===== src/rtl/rsq_pkg.sv =====
package rsq_pkg;

   typedef enum logic {
      OSC_INTERNAL = 1'b0,
      OSC_EXTERNAL = 1'b1
   } osc_src_e;

   function automatic int unsigned code_dist(input int unsigned a, input int unsigned b);
      return (a > b) ? (a - b) : (b - a);
   endfunction

endpackage


===== src/rtl/rs_int_osc.sv =====
module rs_int_osc #(
   parameter int DIV_HALF = 2500
) (
   input  logic clk,
   input  logic rst_n,
   output logic osc_out
);
   localparam int CW = (DIV_HALF > 1) ? $clog2(DIV_HALF) : 1;

   generate
      if (DIV_HALF < 1) begin : g_bad_div
         $error("rs_int_osc: DIV_HALF must be at least 1");
      end
   endgenerate

   logic [CW-1:0] cnt;

   always_ff @(posedge clk) begin
      if (!rst_n) begin
         cnt     <= '0;
         osc_out <= 1'b1;
      end else if (cnt == CW'(DIV_HALF - 1)) begin
         cnt     <= '0;
         osc_out <= ~osc_out;
      end else begin
         cnt <= cnt + 1'b1;
      end
   end

endmodule


===== src/rtl/rs_ext_qual.sv =====
module rs_ext_qual #(
   parameter int MIN_PULSE_CLKS = 400,
   parameter int SYNC_STAGES    = 2
) (
   input  logic clk,
   input  logic rst_n,
   input  logic pin_in,
   output logic lvl_out,
   output logic err_out
);
   localparam int RW = $clog2(MIN_PULSE_CLKS + 1);

   generate
      if (SYNC_STAGES < 2) begin : g_bad_sync
         $error("rs_ext_qual: SYNC_STAGES must be at least 2");
      end
      if (MIN_PULSE_CLKS < 1) begin : g_bad_min
         $error("rs_ext_qual: MIN_PULSE_CLKS must be at least 1");
      end
   endgenerate

   logic [SYNC_STAGES-1:0] chain;
   logic                   s_q;
   logic [RW-1:0]          run_cnt;
   logic                   s_now;
   logic                   edge_seen;

   assign s_now     = chain[SYNC_STAGES-1];
   assign edge_seen = s_now ^ s_q;

   always_ff @(posedge clk) begin
      if (!rst_n) begin
         chain <= '1;
         s_q   <= 1'b1;
      end else begin
         chain <= {chain[SYNC_STAGES-2:0], pin_in};
         s_q   <= s_now;
      end
   end

   // run length of the present synchronised level, saturating at the minimum
   always_ff @(posedge clk) begin
      if (!rst_n) begin
         run_cnt <= RW'(MIN_PULSE_CLKS);
      end else if (edge_seen) begin
         run_cnt <= RW'(1);
      end else if (run_cnt < RW'(MIN_PULSE_CLKS)) begin
         run_cnt <= run_cnt + 1'b1;
      end
   end

   // qualified level and rejection strobe
   always_ff @(posedge clk) begin
      if (!rst_n) begin
         lvl_out <= 1'b1;
         err_out <= 1'b0;
      end else begin
         err_out <= edge_seen && (s_q != lvl_out);
         if (!edge_seen && (s_now != lvl_out) && (run_cnt >= RW'(MIN_PULSE_CLKS)))
            lvl_out <= s_now;
      end
   end

   // a rejected pulse never moves the qualified level in the same step
   p_reject_holds_r7 : assert property (@(posedge clk) disable iff (!rst_n)
      err_out |-> $stable(lvl_out));

endmodule


===== src/rtl/rs_code_bank.sv =====
module rs_code_bank
   import rsq_pkg::*;
#(
   parameter int NUM_CH     = 18,
   parameter int CODE_W     = 11,
   parameter int STEP_CODES = 256,
   parameter int IDX_W      = 5
) (
   input  logic                     clk,
   input  logic                     rst_n,
   input  logic                     upd_en,
   input  logic [IDX_W-1:0]         upd_idx,
   input  logic [NUM_CH*CODE_W-1:0] tgt_flat,
   input  logic [IDX_W-1:0]         rd_idx,
   output logic [CODE_W-1:0]        rd_code
);
   localparam int FULL_SPAN = (1 << CODE_W) - 1;

   generate
      if (STEP_CODES < 1) begin : g_bad_step
         $error("rs_code_bank: STEP_CODES must be at least 1");
      end
   endgenerate

   logic [CODE_W-1:0] app [NUM_CH];
   logic [CODE_W-1:0] cur_code;
   logic [CODE_W-1:0] tgt_code;
   logic [CODE_W-1:0] nxt_code;
   logic              upd_ok;

   assign upd_ok = (int'(upd_idx) < NUM_CH);

   always_comb begin
      cur_code = '0;
      tgt_code = '0;
      for (int k = 0; k < NUM_CH; k++) begin
         if (int'(upd_idx) == k) begin
            cur_code = app[k];
            tgt_code = tgt_flat[k*CODE_W +: CODE_W];
         end
      end
   end

   always_comb begin
      rd_code = '0;
      for (int k = 0; k < NUM_CH; k++)
         if (int'(rd_idx) == k) rd_code = app[k];
   end

   // one shared limiter; a step covering full span degenerates to a copy
   generate
      if (STEP_CODES >= FULL_SPAN) begin : g_direct
         assign nxt_code = tgt_code;
      end else begin : g_limited
         localparam logic signed [CODE_W+1:0] STEP_S = (CODE_W+2)'(STEP_CODES);
         logic signed [CODE_W+1:0] diff;
         assign diff = $signed({2'b00, tgt_code}) - $signed({2'b00, cur_code});
         always_comb begin
            if (diff > STEP_S)
               nxt_code = cur_code + CODE_W'(STEP_CODES);
            else if (diff < -STEP_S)
               nxt_code = cur_code - CODE_W'(STEP_CODES);
            else
               nxt_code = tgt_code;
         end
      end
   endgenerate

   generate
      for (genvar g = 0; g < NUM_CH; g++) begin : g_slot
         always_ff @(posedge clk) begin
            if (!rst_n)
               app[g] <= '0;
            else if (upd_en && upd_ok && (int'(upd_idx) == g))
               app[g] <= nxt_code;
         end

         // no slot ever jumps by more than one step between clocks
         p_step_bound_r3 : assert property (@(posedge clk) disable iff (!rst_n)
            code_dist(int'(app[g]), int'($past(app[g]))) <= STEP_CODES);
      end
   endgenerate

endmodule


===== src/rtl/refresh_sequencer.sv =====
module refresh_sequencer
   import rsq_pkg::*;
#(
   parameter int NUM_CH         = 18,
   parameter int CODE_W         = 11,
   parameter int STEP_CODES     = 256,
   parameter int DIV_HALF       = 2500,
   parameter int MIN_PULSE_CLKS = 400,
   parameter int SYNC_STAGES    = 2,
   parameter int IDX_W          = $clog2(NUM_CH)
) (
   input  logic                     clk,
   input  logic                     rst_n,
   input  logic                     osc_src_sel,
   input  logic                     osc_pin_in,
   output logic                     osc_pin_out,
   output logic                     osc_pin_oe,
   input  logic [NUM_CH*CODE_W-1:0] target_codes,
   input  logic [CODE_W-1:0]        vcom_target,
   output logic [IDX_W-1:0]         ch_index,
   output logic [CODE_W-1:0]        applied_code,
   output logic [NUM_CH-1:0]        sw_close,
   output logic                     refresh_strobe,
   output logic [CODE_W-1:0]        vcom_code,
   output logic                     pulse_err
);
   localparam logic [IDX_W-1:0] LAST_IDX = IDX_W'(NUM_CH - 1);

   generate
      if (NUM_CH < 2) begin : g_bad_ch
         $error("refresh_sequencer: NUM_CH must be at least 2");
      end
      if (IDX_W < $clog2(NUM_CH)) begin : g_bad_idx
         $error("refresh_sequencer: IDX_W too narrow for NUM_CH");
      end
   endgenerate

   osc_src_e src_now, src_q;
   logic     int_osc;
   logic     ext_lvl;
   logic     lvl_now, lvl_q;
   logic     fall_evt, rise_evt, src_change;
   logic     serviced;
   logic [IDX_W-1:0] idx, idx_nxt;

   assign src_now = osc_src_e'(osc_src_sel);

   rs_int_osc #(.DIV_HALF(DIV_HALF)) u_int_osc (
      .clk     (clk),
      .rst_n   (rst_n),
      .osc_out (int_osc)
   );

   rs_ext_qual #(
      .MIN_PULSE_CLKS (MIN_PULSE_CLKS),
      .SYNC_STAGES    (SYNC_STAGES)
   ) u_ext_qual (
      .clk     (clk),
      .rst_n   (rst_n),
      .pin_in  (osc_pin_in),
      .lvl_out (ext_lvl),
      .err_out (pulse_err)
   );

   assign osc_pin_out = int_osc;
   assign osc_pin_oe  = (src_now == OSC_INTERNAL);
   assign lvl_now     = (src_now == OSC_EXTERNAL) ? ext_lvl : int_osc;
   assign src_change  = (src_now != src_q);
   assign fall_evt    = lvl_q & ~lvl_now & ~src_change;
   assign rise_evt    = ~lvl_q & lvl_now & ~src_change;
   assign idx_nxt     = (idx == LAST_IDX) ? '0 : idx + 1'b1;

   always_ff @(posedge clk) begin
      if (!rst_n) begin
         src_q <= OSC_EXTERNAL;
         lvl_q <= 1'b1;
      end else begin
         src_q <= src_now;
         lvl_q <= lvl_now;
      end
   end

   always_ff @(posedge clk) begin
      if (!rst_n) begin
         idx            <= LAST_IDX;
         serviced       <= 1'b0;
         refresh_strobe <= 1'b0;
      end else begin
         refresh_strobe <= fall_evt;
         if (fall_evt) begin
            idx      <= idx_nxt;
            serviced <= 1'b1;
         end else if (rise_evt || src_change) begin
            serviced <= 1'b0;
         end
      end
   end

   rs_code_bank #(
      .NUM_CH     (NUM_CH),
      .CODE_W     (CODE_W),
      .STEP_CODES (STEP_CODES),
      .IDX_W      (IDX_W)
   ) u_bank (
      .clk      (clk),
      .rst_n    (rst_n),
      .upd_en   (fall_evt),
      .upd_idx  (idx_nxt),
      .tgt_flat (target_codes),
      .rd_idx   (idx),
      .rd_code  (applied_code)
   );

   assign ch_index = idx;

   generate
      for (genvar g = 0; g < NUM_CH; g++) begin : g_sw
         assign sw_close[g] = serviced && (int'(idx) == g);
      end
   endgenerate

   always_ff @(posedge clk) begin
      if (!rst_n) vcom_code <= '0;
      else        vcom_code <= vcom_target;
   end

   // at most one sample switch closed at a time
   p_sw_onehot_r1 : assert property (@(posedge clk) disable iff (!rst_n)
      $onehot0(sw_close));

   // the serviced slot stays inside the rotation
   p_idx_range_r2 : assert property (@(posedge clk) disable iff (!rst_n)
      int'(ch_index) < NUM_CH);

   // every visit moves exactly one slot forward with wrap
   p_idx_advance_r2 : assert property (@(posedge clk) disable iff (!rst_n)
      refresh_strobe |-> (ch_index == (($past(ch_index) == LAST_IDX) ? '0 : $past(ch_index) + 1'b1)));

   // a source change never starts a visit
   p_no_switch_visit_r10 : assert property (@(posedge clk) disable iff (!rst_n)
      (osc_src_sel != $past(osc_src_sel)) |=> !refresh_strobe);

endmodule


===== config.mk =====
export PLATFORM = sky130hd
export DESIGN_NAME = refresh_sequencer
export DESIGN_NICKNAME = d
export VERILOG_FILES = /design/src/rtl/rsq_pkg.sv /design/src/rtl/rs_int_osc.sv /design/src/rtl/rs_ext_qual.sv /design/src/rtl/rs_code_bank.sv /design/src/rtl/refresh_sequencer.sv
export SDC_FILE = /design/constraint.sdc
export NUM_CORES = 1
export LEC_CHECK = 0
export ABC_AREA = 1
export BUFFER_PORTS_ARGS = -buffer_cell sky130_fd_sc_hd__buf_2
export CORE_UTILIZATION = 40
export DETAILED_ROUTE_END_ITERATION = 6
export GPL_TIMING_DRIVEN = 0
export PLACE_DENSITY = 0.71
export SLEW_MARGIN = 40
export SYNTH_ARGS = -nofsm -noshare
export SYNTH_HDL_FRONTEND = slang
export SYNTH_SLANG_ARGS = --single-unit

===== constraint.sdc =====
create_clock -name clk -period 13.8 [get_ports clk]
set_clock_uncertainty 0.05 [all_clocks]
set_input_delay 0 -clock clk [delete_from_list [all_inputs] [get_ports clk]]
set_output_delay 0 -clock clk [all_outputs]
set_load 0.005 [all_outputs]

; ---- After elaboration in Yosys (flattened, before gate mapping)
; Memory sizes are Yosys's and may differ from the RTL's.
; Cells that the tools add are included.
[totals]
reg_bits = 47
ramBits = 198
out_inout_bits = 49
elab_cells = 277
mem_count = 1
[op_classes]
add_sub_neg = 6
order_cmp = 5
n_eq_ne = 39
mux = 135
bitwise_logic = 29
n_reduce_logical = 48
[memory_table]
columns = memory, depth, word_bits, rd, rd_ports_with_merged_regs, wr, line_no
row1 = u_bank.app, 18, 11, 18, 0, 18, rs_code_bank.sv:25  ; logic [CODE_W-1:0] app [NUM_CH];
[ops]
columns = cell, n
row1 = two-way mux 11 bit, 74
row2 = "== test 5 bit, second input constant", 21
row3 = two-way mux 1 bit, 58
row4 = "== test 5 x 4 -> 1 bit, second input constant", 8
row5 = logical AND 1 bit, 40
row6 = "== test 5 x 3 -> 1 bit, second input constant", 4
row7 = two-way mux 9 bit, 2
row8 = bitwise OR 1 bit, 18
row9 = "greater-than comparator 13 x 10 -> 1 bit, second input constant", 1
row10 = "< comparator 13 x 9 -> 1 bit, second input constant", 1
row11 = "adder 12 x 1 -> 12 bit, second input constant", 1
row12 = "== test 12 bit, second input constant", 1
row13 = subtractor 11 x 11 -> 12 bit, 1
row14 = "adder 11 x 9 -> 11 bit, second input constant", 1
row15 = "subtractor 11 x 9 -> 11 bit, second input constant", 1
row16 = "== test 5 x 2 -> 1 bit, second input constant", 2
row17 = logical NOT 5 bit, 2
row18 = "adder 9 x 1 -> 9 bit, second input constant", 1
row19 = "greater-or-equal comparator 9 bit, second input constant", 1
row20 = "< comparator 9 bit, second input constant", 1
row21 = inverter 1 bit, 6
row22 = "adder 5 x 1 -> 5 bit, second input constant", 1
row23 = "< comparator 5 bit, second input constant", 1
row24 = two-way mux 5 bit, 1
row25 = 7 further kinds, 14

; ---- Depth between registers and ports, before layout
; Gate-level depths: netlist of the first run.
[logic_depth]
depth_word = 26
ltp_mapped = 42
mapped_depth_nobuf = 39

; ---- Cells and area by module
; From an unflattened synthesis of the first run, not the netlist that was laid out.
[hier_totals]
hier_cells = 1934
area_unflattened_um2 = 15627.5
[modules_own_cells]
columns = mod, instances, cells_per_inst, area_per_inst_um2, seq_area_each_um2
row1 = rs_code_bank, 1, 1612, 13331.5, 5945.7
row2 = refresh_sequencer, 1, 146, 978.4, 400.4
row3 = rs_ext_qual, 1, 91, 681.9, 280.3
row4 = rs_int_osc, 1, 85, 635.6, 260.2

; ---- Worst setup path after synthesis of the first run
; Ideal clock, no wire load.
[synth_path]
kind = register -> register
from = register idx[0], in the netlist ch_index[0]
to = memory u_bank.app[1][9], data pin
setup_time_ns = 0.274
t_arrival_ns = 4.889
slack_ns = 8.588
stages_incl_launch_ff = 35
path_buffers = 3
path_cell_list = dfxtp_1 ha_1 inv_1 nor2_1 ha_1 inv_1 nand2_1 nand2_1 nor2_2 clkbuf_1 nand2_1 nand3_1 a21oi_1 nand4_1 a221oi_1 nand3_1 a221o_1 a221oi_1 nand4_1 inv_1 ha_1 inv_1 fa_1 nand3_1 nand3_1 nor2_1 nand3_1 nor2_1 nand3_1 nand2_1 nand3_2 buf_6 nand3_2 buf_2 a21oi_2
[synth_rtl]
columns = item, line_no
row1 = start: declaration, refresh_sequencer.sv:44  ; logic [IDX_W-1:0] idx, idx_nxt;
row2 = start signal: assignment, refresh_sequencer.sv:91  ; idx <= idx_nxt;
row3 = end: declaration, rs_code_bank.sv:25

==> results of run 1 <==
-- stage by stage --
stage          utilization [%]  power (mW)  cells  cell area [µm²]
4_1_cts                   49.2        2.94   2797            18600
3_5_place_dp              46.4        2.20   2737            17600
3_3_place_gp              46.0        2.16   2724            17400
6_report                  49.2        2.96   2798            18700
5_1_grt                   49.2        3.09   2797            18700
2_1_floorplan                -        1.80   1953            15500
-- cell type report --
class / instances / share of cell area (%)
diodes: 1 / 0.0134
plain buffers: 118 / 3.25
clock buffers: 31 / 3.70
clock inverters: 16 / 1.15
inverters: 158 / 3.18
multi-input cells: 1432 / 40.2
flip-flops and latches: 245 / 36.9
well taps: 511 / 3.43
repair buffers: 286 / 8.21
-- state kept, by name, summed over array words and instances (netlist names) --
name                flops
ch_index                5
lvl_q                   1
refresh_strobe          1
serviced                1
src_q                   1
u_bank.app            198
u_ext_qual.chain        2
u_ext_qual.err_out      1
u_ext_qual.lvl_out      1
u_ext_qual.run_cnt      9
u_ext_qual.s_q          1
u_int_osc.cnt          12
u_int_osc.osc_out       1
vcom_code              11
-- metal layers --
layer	vias to the layer above	global-route usage (%)	share of wire (%)
met2	1024	46.5	45
met5	-	0	0
li1	7446	-	-
met4	0	11.2	4.0
met3	148	4.56	11
met1	7647	37.1	40
-- cells in the final DEF, fill, tap and decap left out, drive strengths merged, types with 2 or more instances in the layout --
cell type / synthesis / final
a22o: 3 / 3
xor2: 4 / 4
nand2: 519 / 519
a31oi: 18 / 18
nor3b: 3 / 3
edfxtp: 198 / 198
dlygate4sd3: 0 / 13
inv: 151 / 151
ha: 20 / 20
a21o: 2 / 2
o21ai: 134 / 134
clkbuf: 84 / 115
a211oi: 10 / 10
nand3: 131 / 131
o21a: 3 / 3
a21oi: 257 / 257
xnor2: 3 / 3
clkinvlp: 0 / 4
dfxtp: 47 / 47
a221oi: 26 / 26
clkinv: 7 / 14
o22ai: 12 / 12
nand4: 60 / 60
o2111ai: 12 / 12
nor2: 160 / 160
o211ai: 12 / 12
bufinv: 0 / 5
a22oi: 2 / 2
nor4: 3 / 3
buf: 34 / 307
nor3: 12 / 12
or2: 7 / 7
o221ai: 7 / 7
-- worst max path at each step --
stage | from | end | slack [ps] | cells past startpoint
after floorplan | ch_index[0]$_SDFFE_PN1P_ | u_bank.app[1][9]$_SDFFCE_PN0P_ | 8590 | 34
after global placement | ch_index[0]$_SDFFE_PN1P_ | u_bank.app[1][10]$_SDFFCE_PN0P_ | 6620 | 33
after detailed placement | ch_index[0]$_SDFFE_PN1P_ | u_bank.app[10][10]$_SDFFCE_PN0P_ | 6430 | 34
after CTS | ch_index[0]$_SDFFE_PN1P_ | u_bank.app[10][10]$_SDFFCE_PN0P_ | 6400 | 34
after global routing | ch_index[0]$_SDFFE_PN1P_ | u_bank.app[1][10]$_SDFFCE_PN0P_ | 5820 | 33
final | ch_index[0]$_SDFFE_PN1P_ | u_bank.app[1][10]$_SDFFCE_PN0P_ | 6160 | 34
-- worst min-delay path, delay by kind of cell --
family                 cells  cell delay, ps
buffers and inverters      1             310
AND/OR/NAND/NOR            2             290
-- power by group --
| part | internal, mW | total (mW) | switching [mW] | leakage (nW) |
|---|---|---|---|---|
| clock network | 0.450 | 0.752 | 0.302 | 0.429 |
| registers | 0.826 | 0.842 | 0.0168 | 2.43 |
| logic | 0.397 | 1.36 | 0.967 | 4.67 |
-- timing repair --
action,4_1_cts,5_1_grt
hold buffers,13,0
endpoints found under the setup margin,0,0
endpoints found under the hold margin,15,0
-- cell families after synthesis --
kind of cell    after synthesis  share of synthesized area, %
simple gates                898                          25.9
compound gates              506                          19.8
fa+ha+maj                    21                          1.74
buf+inv                     276                          7.74
xor+xnor                      7                         0.396
flops                       245                          44.4
==> qor.csv, run 1 <==
stage,metric,value,unit
timing,max_freq,0.131,GHz
cts,root_buffer,clkbuf_16,
yosys,yosysMostFrequentCell,nand2_1,
final_layout,drive_gt1_share,21.3,%
cts,clk_latency,550,ps
cts,cts-resized-gates,0,
floorplan,rows,71,
worst_setup_path,cp_data_arrival_time,7860,ps
timing,tns,0,ps
floorplan,initial_core_util,40.8,%
yosys,synth_fp_nets,2187,
floorplan,pin_count,262,
yosys,synth_warnings,0,
timing,worst_slack,6160,ps
hold_path,hold_depth,3,
yosys,synth_cell_types,60,
final_layout,syn2layout_area_growth,20.4,%
detailed_routing,wl,57700,µm
flow_run,maxCapViolations,0,
floorplan,core_area,37900,µm²
placement,port_buffers,260,
yosys,syn_inst,1953,
cts,post-cts-setup-buffer-count,0,
worst_setup_path,critPathSlowestCell,a221oi_1,
cts,clkSinkCount,245,
floorplan,die-height,199,µm
status,status,"complete, no violations",
timing,holdWs,59.1,ps
yosys,ys_top_cells_by_count,"497 x nand2_1, 201 x a21oi_1, 198 x edfxtp_1",
worst_setup_path,crit_top_cell,nand2_1,
cts,clk_pin_slew_worst_paths,60,ps
detailed_routing,drc,0,
global_routing,grt_pass1_vias,15182,
yosys,synth_ff_type,edfxtp_1,
yosys,synthTopCellsByArea,"edfxtp_1 38%, nand2_1 12%, a21oi_1 6.5%",
detailed_routing,vias,16265,
detailed_routing,via_per_inst,5.81,
worst_setup_path,path_buf_inv,5,
pwr,power.density,159,nW/µm²
yosys,ys_ff_latch,245,
global_routing,grt_pass1_wl,84700,µm
worst_setup_path,start_kind,flop,
worst_setup_path,end_kind,flop,
worst_setup_path,r2r-end,u_bank.app[1][10]$_SDFFCE_PN0P_,
worst_setup_path,slowest_delay,620,ps
detailed_routing,wl_per_cell,20.6,µm
global_routing,track_usage,28.3,%
worst_setup_path,critPathKind,flop to flop,
cts,cts-htree-levels,1,
hold_path,min_from,rst_n,
worst_setup_path,rr_startpoint,ch_index[0]$_SDFFE_PN1P_,
yosys,synth-async-reset-ratio,0,%
worst_setup_path,crit_family,simple AND/OR/NAND/NOR gates,
timing,min_period,7640,ps
global_routing,grt_max_degree,15,
cts,cts_buffers,26,
yosys,yosysSeqAreaShare,44.4,%
detailed_routing,initialDrtViolationCount,2070,
worst_setup_path,worst-r2r-cell-count,34,
yosys,synth_edf_count,198,
timing,rsz0062_at_grt,false,
floorplan,dieArea,39500,µm²
yosys,synth_top_area_share,38.4,%
final_layout,regArea,6890,µm²
yosys,synth_top_cell_by_area,edfxtp_1,
timing,hold_viol_final,0,
final_layout,multi_input_area,7490,µm²
detailed_routing,antenna_left,0,
yosys,syn_area_per_cell,7.93,µm²
worst_setup_path,cp.required,14020,ps
timing,fin_crit_sh,55.4,%
timing,worst_slew_margin_rel,38.1,%
placement,place_ws,6430,ps
global_routing,antenna_found_initial,1,
placement,routabilityCongestion,0.992,
global_routing,grt_remaining_overflow,0,
detailed_routing,firstDrtPassIters,6,
final_layout,finalNetCount,2501,
cts,clockBufferDepth,3,
cts,cts_tree,built,
timing,finalSetupViolations,0,
worst_setup_path,path_max_fanout,10,
yosys,syn_area,15500,µm²
hold_path,hold_path.class,input port to flop,
hold_path,holdPathEnd,u_int_osc.cnt[9]$_SDFF_PP0_,
pwr,irDropWorstVdd,0.000131,V
pwr,leakage,7.52,nW
placement,dp_hpwl,45200,µm
timing,tightest_slew,925,ps
final_layout,nFillCells,3560,
timing,final_max_slew_viol_count,0,
floorplan,die_w,199,µm
worst_setup_path,rrSetupSlack,6160,ps
Note: power is estimated with default switching activity, not from simulation.
==> run 2: changes to the inputs <==
Clock period 13.8 ns to 7.6 ns, I/O delays scaled along.
==> run 2 against run 1 <==
Compared with the run above:
- the flow now finishes with violations (DRC)
- final cell count unchanged
- setup slack worse by 5800 ps
- final area is 0.16% higher
- maximum frequency up 5.1%
- register-to-register slack worse by 5800 ps
- total power is 82% higher
- global-route usage unchanged
- worst hold slack improved by 2.4 ps
- largest power group unchanged
==> qor.csv, run 2 (synthesis gave the netlist of run 1 again) <==
stage,metric,value,unit
flow_run,maxCapViolations,0,
detailed_routing,initialDrtViolationCount,2051,
cts,clkSinkCount,245,
detailed_routing,firstDrtPassIters,7,
final_layout,drive_gt1_share,21.6,%
worst_setup_path,cp.required,7910,ps
worst_setup_path,crit_start,ch_index[1]$_SDFFE_PN0P_,
cts,clk_pin_slew_worst_paths,60,ps
worst_setup_path,rr_startpoint,ch_index[1]$_SDFFE_PN0P_,
placement,routabilityCongestion,0.992,
floorplan,die_w,199,µm
detailed_routing,via_per_inst,5.82,
detailed_routing,wl,57700,µm
final_layout,reg.largest.list,"u_bank.app: 198 flops, u_int_osc.cnt: 12 flops, vcom_code: 11 flops",
cts,cts-htree-levels,1,
worst_setup_path,rrSetupSlack,330,ps
worst_setup_path,cp_data_arrival_time,7580,ps
final_layout,largest_register,u_bank.app,
status,status,"complete, but fails checks",
worst_setup_path,path_max_fanout,10,
pwr,power.density,288,nW/µm²
timing,hold_viol_final,0,
floorplan,core_area,37900,µm²
detailed_routing,wl_per_cell,20.6,µm
worst_setup_path,crit_top_cell,nand2_1,
timing,final_max_slew_viol_count,0,
cts,post-cts-setup-buffer-count,0,
global_routing,grt_pass1_vias,15182,
timing,finalSetupViolations,0,
pwr,leakage,7.54,nW
worst_setup_path,slowest_delay,500,ps
final_layout,final_common_cell,nand2_1,
floorplan,pin_count,262,
pwr,irDropWorstVdd,0.000244,V
global_routing,antenna_found_initial,1,
floorplan,rows,71,
global_routing,track_usage,28.3,%
hold_path,hold_path.class,input port to flop,
worst_setup_path,r2r-end,u_bank.app[2][7]$_SDFFCE_PN0P_,
pwr,power,5.38,mW
global_routing,grt_pass1_wl,84700,µm
worst_setup_path,worst-r2r-cell-count,35,
final_layout,syn2layout_area_growth,20.6,%
global_routing,grt_max_degree,15,
worst_setup_path,start_kind,flop,
placement,port_buffers,260,
final_layout,largest_register_ffs,198,
worst_setup_path,crit_family,simple AND/OR/NAND/NOR gates,
timing,rsz0062_at_grt,false,
cts,cts_buffers,26,
cts,clk_latency,550,ps
placement,dp_hpwl,45200,µm
timing,tightest_slew,906,ps
final_layout,layout_common_cells,"496 x nand2_1, 269 x buf_2, 201 x a21oi_1, 198 x edfxtp_1, 149 x nor2_1",
floorplan,dieArea,39500,µm²
status,violations,DRC,
detailed_routing,vias,16298,
cts,root_buffer,clkbuf_16,
final_layout,finalNetCount,2501,
floorplan,initial_core_util,40.8,%
worst_setup_path,critPathSlowestCell,ha_1,
worst_setup_path,critPathCapture,u_bank.app[2][7]$_SDFFCE_PN0P_,
timing,tns,0,ps
global_routing,grt_remaining_overflow,0,
timing,fin_crit_sh,95.7,%
detailed_routing,antenna_left,0,
worst_setup_path,critPathKind,flop to flop,
cts,cts_tree,built,
worst_setup_path,cp.depth,35,
timing,max_freq,0.137,GHz
timing,worst_slew_margin_rel,39.4,%
worst_setup_path,path_buf_inv,6,
detailed_routing,drc,1,
timing,min_period,7270,ps
worst_setup_path,end_kind,flop,
floorplan,die-height,199,µm
cts,clockBufferDepth,3,
## run 2: worst register-to-register path, delay by kind of cell, from the launching register on
kind	cells	cell delay, ps
AOI/OAI and AO/OA	8	1870
adders and majority gates	3	1080
buffers and inverters	6	930
DFF	1	480
and+or+nand+nor	18	2690
## run 2: layout make-up
type / instances / area [µm²]
clock buffer: 31 / 691
timing repair buffer: 286 / 1530
clock inverter: 16 / 215
sequential: 245 / 6890
tap: 511 / 639
inverter: 158 / 593
multi-input combinational: 1432 / 7520
antenna: 1 / 2.50
fill: 3556 / 19200
buffer: 118 / 608
## run 2: through the flow
stage               hold slack (ps)  setup slack [ps]  std cells  cell area (µm²)  util (%)
global placement                133               415       2724            17400      46.0
global route                    124              14.6       2797            18700      49.3
detailed placement              136               226       2737            17600      46.4
finish                         61.4               326       2798            18700      49.3
CTS                            11.5               198       2797            18600      49.2
floorplan                     -15.8              2390       1953            15500         -
## run 2: worst min-delay path by stage
stage	start	to	slack [ps]	depth (start not counted)
CTS	rst_n	u_int_osc.cnt[9]$_SDFF_PP0_	10	3
floorplan	osc_src_sel	osc_pin_oe	-20	1
global placement	vcom_target[10]	vcom_code[10]$_SDFF_PN0_	130	3
global route	rst_n	u_int_osc.cnt[9]$_SDFF_PP0_	120	3
detailed placement	vcom_target[10]	vcom_code[10]$_SDFF_PN0_	140	3
finish	rst_n	u_int_osc.cnt[9]$_SDFF_PP0_	60	3
## run 2: metal layers
layer	global-route usage (%)	wire length, µm	part of all wire [%]	up-vias
met3	4.56	6300	11	137
met4	11.2	2170	3.8	0
li1	-	-	-	7452
met5	0	0	0	-
met1	37.1	22900	40	7682
met2	46.5	26300	46	1027
## run 2: what timing repair did
action | CTS | global route
resized for setup | 0 | 8
hold buffers | 13 | 0
endpoints found under the setup margin | 0 | 198
endpoints found under the hold margin | 15 | 0
## run 2: power by group
| group | internal [mW] | total [mW] | switching [mW] |
|---|---|---|---|
| clock network | 0.817 | 1.37 | 0.551 |
| registers | 1.50 | 1.53 | 0.0306 |
| logic | 0.726 | 2.48 | 1.75 |
| total | 3.04 | 5.38 | 2.33 |
